## config.mk

```make
export PLATFORM = sky130hd
export DESIGN_NAME = keyseq_lock
export DESIGN_NICKNAME = d
export VERILOG_FILES = /design/src/rtl/lock_pkg.sv /design/src/rtl/lock_next_state.sv /design/src/rtl/lock_state_reg.sv /design/src/rtl/lock_out_dec.sv /design/src/rtl/keyseq_lock.sv
export SDC_FILE = /design/constraint.sdc
export NUM_CORES = 1
export LEC_CHECK = 0
export BUFFER_PORTS_ARGS = -buffer_cell sky130_fd_sc_hd__buf_2
export CORE_AREA = 2 2 39 41
export CTS_BUF_LIST = sky130_fd_sc_hd__clkbuf_2
export DETAILED_ROUTE_END_ITERATION = 10
export DIE_AREA = 0 0 41 43
export GPL_TIMING_DRIVEN = 0
export REMOVE_ABC_BUFFERS = 1
export SYNTH_ARGS = -nofsm -noshare
export SYNTH_HDL_FRONTEND = slang
export SYNTH_SLANG_ARGS = --single-unit
export TNS_END_PERCENT = 30
```

## constraint.sdc

```tcl
create_clock -name clk -period 1.8 [get_ports clk]
set_input_delay 0.18 -clock clk [delete_from_list [all_inputs] [get_ports clk]]
set_output_delay 0.18 -clock clk [all_outputs]
set_load 0.02 [all_outputs]
```

## src/rtl/lock_pkg.sv

```systemverilog
package lock_pkg;

  localparam int KEY_W = 2;
  localparam int ST_W  = 3;

  localparam logic [KEY_W-1:0] KEY_NONE = 2'b00;
  localparam logic [KEY_W-1:0] KEY_A    = 2'b01;
  localparam logic [KEY_W-1:0] KEY_B    = 2'b10;

  // Bit 2 set with nonzero low bits marks the failure track; low bits give the count.
  typedef enum logic [ST_W-1:0] {
    ST_IDLE   = 3'b000,
    ST_OK1    = 3'b001,
    ST_OK2    = 3'b010,
    ST_OK3    = 3'b011,
    ST_OPENED = 3'b100,
    ST_BAD1   = 3'b101,
    ST_BAD2   = 3'b110,
    ST_BAD3   = 3'b111
  } lock_state_e;

endpackage

```

## src/rtl/lock_next_state.sv

```systemverilog
module lock_next_state
  import lock_pkg::*;
#(
  parameter logic [KEY_W-1:0] CODE0 = KEY_B,
  parameter logic [KEY_W-1:0] CODE1 = KEY_A,
  parameter logic [KEY_W-1:0] CODE2 = KEY_B
) (
  input  lock_state_e            cur_state,
  input  logic [KEY_W-1:0]       key_in,
  output lock_state_e            nxt_state,
  output logic                   step_en
);

  logic key_seen;

  assign key_seen = (key_in != KEY_NONE);

  // State moves on a key, or always out of the single-cycle unlock state.
  assign step_en = key_seen || (cur_state == ST_OK3);

  always_comb begin
    nxt_state = cur_state;
    unique case (cur_state)
      ST_IDLE:   if (key_seen) nxt_state = (key_in == CODE0) ? ST_OK1 : ST_BAD1;
      ST_OK1:    if (key_seen) nxt_state = (key_in == CODE1) ? ST_OK2 : ST_BAD2;
      ST_OK2:    if (key_seen) nxt_state = (key_in == CODE2) ? ST_OK3 : ST_BAD3;
      ST_OK3:    nxt_state = key_seen ? ST_IDLE : ST_OPENED;
      ST_OPENED: if (key_seen) nxt_state = ST_IDLE;
      ST_BAD1:   if (key_seen) nxt_state = ST_BAD2;
      ST_BAD2:   if (key_seen) nxt_state = ST_BAD3;
      ST_BAD3:   if (key_seen) nxt_state = ST_IDLE;
      default:   nxt_state = ST_IDLE;
    endcase
  end

endmodule

```

## src/rtl/lock_state_reg.sv

```systemverilog
module lock_state_reg
  import lock_pkg::*;
(
  input  logic        clk,
  input  logic        rst_n,
  input  logic        load_en,
  input  lock_state_e d_state,
  output lock_state_e q_state
);

  always_ff @(posedge clk or negedge rst_n) begin
    if (!rst_n) begin
      q_state <= ST_IDLE;
    end else if (load_en) begin
      q_state <= d_state;
    end
  end

endmodule

```

## src/rtl/lock_out_dec.sv

```systemverilog
module lock_out_dec
  import lock_pkg::*;
#(
  parameter int CNT_W = 4
) (
  input  lock_state_e      cur_state,
  output logic             unlock_o,
  output logic [CNT_W-1:0] count_o
);

  always_comb begin
    unlock_o = 1'b0;
    count_o  = '0;
    unique case (cur_state)
      ST_IDLE:              count_o = CNT_W'(0);
      ST_OK1, ST_BAD1:      count_o = CNT_W'(1);
      ST_OK2, ST_BAD2:      count_o = CNT_W'(2);
      ST_OK3: begin
        count_o  = CNT_W'(3);
        unlock_o = 1'b1;
      end
      ST_OPENED, ST_BAD3:   count_o = CNT_W'(3);
      default:              count_o = '0;
    endcase
  end

endmodule

```

## src/rtl/keyseq_lock.sv

```systemverilog
module keyseq_lock
  import lock_pkg::*;
#(
  parameter int               CNT_W = 4,
  parameter logic [KEY_W-1:0] CODE0 = KEY_B,
  parameter logic [KEY_W-1:0] CODE1 = KEY_A,
  parameter logic [KEY_W-1:0] CODE2 = KEY_B
) (
  input  logic             clk,
  input  logic             rst_n,
  input  logic [KEY_W-1:0] key_code,
  output logic             unlock,
  output logic [CNT_W-1:0] key_count
);

  lock_state_e state_q;
  lock_state_e state_d;
  logic        state_en;

  lock_next_state #(
    .CODE0(CODE0),
    .CODE1(CODE1),
    .CODE2(CODE2)
  ) nxt_i (
    .cur_state(state_q),
    .key_in   (key_code),
    .nxt_state(state_d),
    .step_en  (state_en)
  );

  lock_state_reg reg_i (
    .clk    (clk),
    .rst_n  (rst_n),
    .load_en(state_en),
    .d_state(state_d),
    .q_state(state_q)
  );

  lock_out_dec #(
    .CNT_W(CNT_W)
  ) dec_i (
    .cur_state(state_q),
    .unlock_o (unlock),
    .count_o  (key_count)
  );

endmodule

```

### Yosys cells after proc, flatten, opt, wreduce, memory -nomap -nowiden

Index checks and enable logic that the tools add are counted.

* flip-flop bits (word level): 3
* bits of input ports: 4
* logic and storage cells: 37

* equality and inequality tests: 15
* mux-type cells: 13
* reductions and logical operators: 8

Operators with widths (count)
* 3-bit two-way mux: 10
* 3-bit case mux with 7 select lines: 1
* 4-bit case mux with 4 select lines: 1
* 3-bit equality test (second input constant): 4
* 2-bit != test (second input constant): 5
* 7-bit AND reduction: 1
* 3-bit by 2-bit equality test with 1-bit output (second input constant): 2
* 2-bit OR reduction: 3
* 3-bit by 1-bit equality test with 1-bit output (second input constant): 1
* 3-bit zero test: 1
* 3-bit OR reduction: 1
* 2-bit by 1-bit equality test with 1-bit output (second input constant): 1
* 2-bit equality test (second input constant): 1
* 2-bit by 1-bit != test with 1-bit output (second input constant): 1
* 2-bit nonzero test: 1
* 1-bit logical OR: 1
* 1-bit two-way mux: 1

### Longest topological paths before layout

* depth after elaboration: 4
* depth in mapped cells: 3
* gate-level depth less buffers: 3

### Cells and area by module

A second synthesis with hierarchy kept.

* cell total of the unflattened synthesis: 30
* area total of the unflattened synthesis: 264.0 sq um

By module, submodules not included
* lock_state_reg: instances 1, cells each 6, area each 108.9 sq um
* lock_next_state: instances 1, cells each 16, area each 103.8 sq um
* lock_out_dec: instances 1, cells each 8, area each 51.3 sq um

### Worst setup path before layout

No wires, ideal clock.

* path type: reg2out
* start point: register reg_i.q_state[0]
* end point: output port unlock
* data arrival time: 0.960 ns
* path slack: 0.660 ns
* stages on the path, launching flop included: 3
* path through: dfrtp_1 inv_1 nor3_1

* longest elaborated chain between the ends: 2

RTL lines
* start, declared: RTL line lock_state_reg.sv:8 `output lock_state_e q_state`
* start signal, assigned: RTL line lock_state_reg.sv:15 `q_state <= d_state;`
* 3-bit by 2-bit equality test with 1-bit output: RTL line lock_out_dec.sv:14 `unique case (cur_state)`
* 1-bit two-way mux: RTL line lock_out_dec.sv:14
* end, declared: RTL line keyseq_lock.sv:12 `output logic unlock,`

Every way passes these cells.

### Final worst setup path

* start point: register reg_i.q_state[2]
* end point: output port key_count[0]

* longest elaborated chain between the ends: 3
* elaborated cells on any way between the ends: 12
* those cells by class: eq/ne (7); mux (1); reduce/logical (4)

RTL lines
* 3-bit by 2-bit equality test with 1-bit output (tied with other cells): RTL line lock_out_dec.sv:14
* 3-bit OR reduction (no source line) or 2-bit OR reduction (tied branches)
* 4-bit case mux with 4 select lines *: RTL line lock_out_dec.sv:14
* end, declared: RTL line keyseq_lock.sv:13 `output logic [CNT_W-1:0] key_count`

Every way passes the cells marked *; elsewhere a longest branch is shown, timed or not. The select of a mux whose other input is x is not followed.

==> metrics.md <==
| Metric | Value |
|---|---|
| Hold violation total from the final report | 0 |
| Worst ir drop on vdd | 748.7 uV |
| NumNets Final | 39 |
| Register-to-register setup slack | 0.74 ns |
| Fraction of synthesized cell area taken by the top area cell type | 36.59% |
| Dominant cell by count in the synthesized netlist | sky130_fd_sc_hd__dfrtp_1 |
| Average cell area after synthesis | 8.550 um2 |
| Fraction of layout instances using a drive strength above 1 | 32.35% |
| Drt initial violations | 5 |
| Commonest register cell after synthesis | sky130_fd_sc_hd__dfrtp_1 |
| Die Wd | 41 um |
| Max reg flops | 3 |
| Detailed-route wire length | 401 um |
| Largest registers | reg_i.q_state x3 |
| Area leader, netlist | sky130_fd_sc_hd__dfrtp_1 |
| Critical Setup Path Class | flip-flop to primary output |
| Final-report max-slew violation count | 0 |
| Clock buffer depth | 2 |
| Startpoint of the lowest-slack register-to-register path | reg_i.q_state[0]$_DFFE_PN0P_ |
| Total iterations of the first detailed-routing run | 2 |
| Pin count of the biggest net entering global routing | 9 |
| Pwr Total | 0.0004921 W |
| Clock latency on the worst-skew pair | 0.21 ns |
| Part of the Yosys area used for sequential elements | 36.59% |
| Layout Area Growth over Synthesis | 33.54% |
| Kind of start point of the critical path | flip-flop |
| Depth of the CTS H-tree | 1 |
| Area of the mapped netlist | 205.2 um2 |
| Final critical path time including I/O delays and setup | 1.412 ns |
| I/O pin count | 9 |
| Endpoint of the most critical register-to-register path | reg_i.q_state[2]$_DFFE_PN0P_ |
| Clock tree from TritonCTS | done |
| Die footprint | 1763 um2 |
| Synth area leaders | sky130_fd_sc_hd__dfrtp_1 (37%), sky130_fd_sc_hd__buf_4 (7.3%), sky130_fd_sc_hd__o211ai_1 (7.3%), sky130_fd_sc_hd__o31ai_1 (7.3%), sky130_fd_sc_hd__nor2b_1 (6.1%) |
| Synthesis Warnings | 0 |
| Number of I/O port buffers | 6 |
| Total of endpoints with negative setup slack in the final report | 0 |
| Worst Path Required | 1.62 ns |
| Core area | 1384 um2 |
| Final total negative setup slack | 0 ns |
| Via count of the routed design | 197 |
| Number of inserted diodes | 0 |
| Run status | complete, no violations |
| Number of filler cells placed in the layout | 153 |
| Instance count of the mapped netlist | 24 |
| DR vias/cell | 3.940 |
| Sink of the worst hold path | reg_i.q_state[2]$_DFFE_PN0P_ |
| Congestion Overflow GR | 0 |
| Buffer type at the clock tree root | sky130_fd_sc_hd__clkbuf_2 |
| Number of antenna-violating nets in the routed design | 0 |
| Synthesis-stage register bit count | 3 |
| Skew final | 0.005082 ns |
| Sinks on the clock net | 3 |
| # DRC | 0 |
| Fmax | 0.7083 GHz |
| Number of cell rows | 14 |
| Global placement routability congestion | 0.6876 |
| Number of global-route vias before repair | 154 |
| Asr flop ratio synth | 100.0% |
| Core Util, Final | 19.80% |
| Global-route wire length before repair | 579 um |
| Register clock-pin slew on the reported worst setup and hold paths | 0.04 ns |
| Total Routing Usage GR | 5.433% |
| Number of antenna violations at the first check in global routing | 0 |
| Data arrival time at the worst-slack endpoint | 1.23 ns |
| Leakage component of the power | 0.1305 nW |
| Share of the clock period used by the worst path after layout | 78.43% |
| Post-synth EDFFs | 0 |
| MaxCap Viol Count | 0 |
| Estimated wirelength of the detail-placed design | 294.4 um |
| Crit path capture type | primary output |
| Unique masters post-synth | 15 |
| Pwr per Cell Area | 1796 nW/um2 |
| DIE HEIGHT | 43 um |
| Starting utilization of the core area | 14.83% |
| Type of the tightest min-delay check | input port to flip-flop |
| Post-DR wirelength/cell | 8.020 um |
| Minimum hold slack | 0.2749 ns |
| Number of cells traversed by the worst hold path | 3 |
| Setup repair after global routing missed its margin | no |
| R2r worst-path depth | 3 |
| Startpoint of the most critical hold path | key_code[0] |
| Number of CTS-inserted buffers | 3 |
| Worst-path fanout max | 8 |
| Most flops, register | reg_i.q_state |
[critical path: stages (launching register included)]
cell	delay, ns
sky130_fd_sc_hd__dfrtp_1	0.44
sky130_fd_sc_hd__nor2b_1	0.17
sky130_fd_sc_hd__or2_2	0.27
sky130_fd_sc_hd__buf_2	0.16
[worst max path at each step]
stage	slack, ns	depth (start not counted)	end	startpoint
2_1_floorplan	0.66	2	unlock	reg_i.q_state[0]$_DFFE_PN0P_
3_3_place_gp	0.60	3	key_count[0]	reg_i.q_state[2]$_DFFE_PN0P_
3_5_place_dp	0.60	3	key_count[0]	reg_i.q_state[2]$_DFFE_PN0P_
4_1_cts	0.37	3	key_count[0]	reg_i.q_state[2]$_DFFE_PN0P_
5_1_grt	0.32	3	key_count[0]	reg_i.q_state[2]$_DFFE_PN0P_
6_report	0.39	3	key_count[0]	reg_i.q_state[2]$_DFFE_PN0P_
[cells by family (layout without fill, tap and decap cells)]
family / after synthesis / after routing / share of synthesized area [%]
compound gates: 8 / 8 / 26.83
buf+inv: 4 / 13 / 10.97
flops: 3 / 3 / 36.58
mux: 1 / 1 / 4.878
other cells: 1 / 2 / 1.828
simple gates: 7 / 7 / 18.90
[cell type report]
| type | instances | area, um2 | area share [%] |
|---|---|---|---|
| clock buffers | 4 | 20.02 | 7.306 |
| repair buffers | 7 | 40.04 | 14.61 |
| flip-flops and latches | 3 | 75.07 | 27.40 |
| well taps | 16 | 20.02 | 7.306 |
| inverters | 2 | 7.507 | 2.740 |
| multi-input cells | 18 | 111.4 | 40.64 |
[metrics by stage]
| step | std cells | worst slack, ns | area (um2) |
|---|---|---|---|
| after floorplan | 23 | 0.6602 | 193.9 |
| after global placement | 45 | 0.5988 | 244.0 |
| after detailed placement | 45 | 0.5993 | 244.0 |
| after CTS | 50 | 0.3651 | 274.0 |
| after global routing | 50 | 0.3248 | 274.0 |
| final | 50 | 0.3882 | 274.0 |
[layer usage]
layer  wire length, um  track usage, %  vias up
met5                 0               0        -
met4                14           4.000        0
met3                55           5.236        2
met2               143           5.938       12
met1               187           6.149       82
li1                  -               -      101
[cell usage in the layout (no fill, tap or decap), types with 2 or more instances in the layout]
cell,Yosys,layout
sky130_fd_sc_hd__buf_2,0,6
sky130_fd_sc_hd__clkbuf_2,0,4
sky130_fd_sc_hd__conb_1,1,2
sky130_fd_sc_hd__dfrtp_1,3,3
sky130_fd_sc_hd__inv_1,2,2
sky130_fd_sc_hd__nor2_1,2,2
sky130_fd_sc_hd__nor2b_1,2,2
sky130_fd_sc_hd__o211ai_1,2,2
sky130_fd_sc_hd__o21ai_0,2,2
sky130_fd_sc_hd__o31ai_1,2,2
[where the power goes]
| group | switching, W | internal [W] | leakage, nW | total [W] |
|---|---|---|---|---|
| logic | 0.000129 | 0.000108 | 0.0778 | 0.000237 |
| registers | 0.0000574 | 0.000103 | 0.0361 | 0.000160 |
| clock network | 0.0000369 | 0.0000586 | 0.0166 | 0.0000955 |
[timing repair]
action / 4_1_cts / 5_1_grt
endpoints found under the hold margin: 3 / 0
gates resized for setup: 0 / 0
setup buffers: 0 / 0
hold buffers: 1 / 0
No activity file was read; power rests on OpenSTA's default activity.
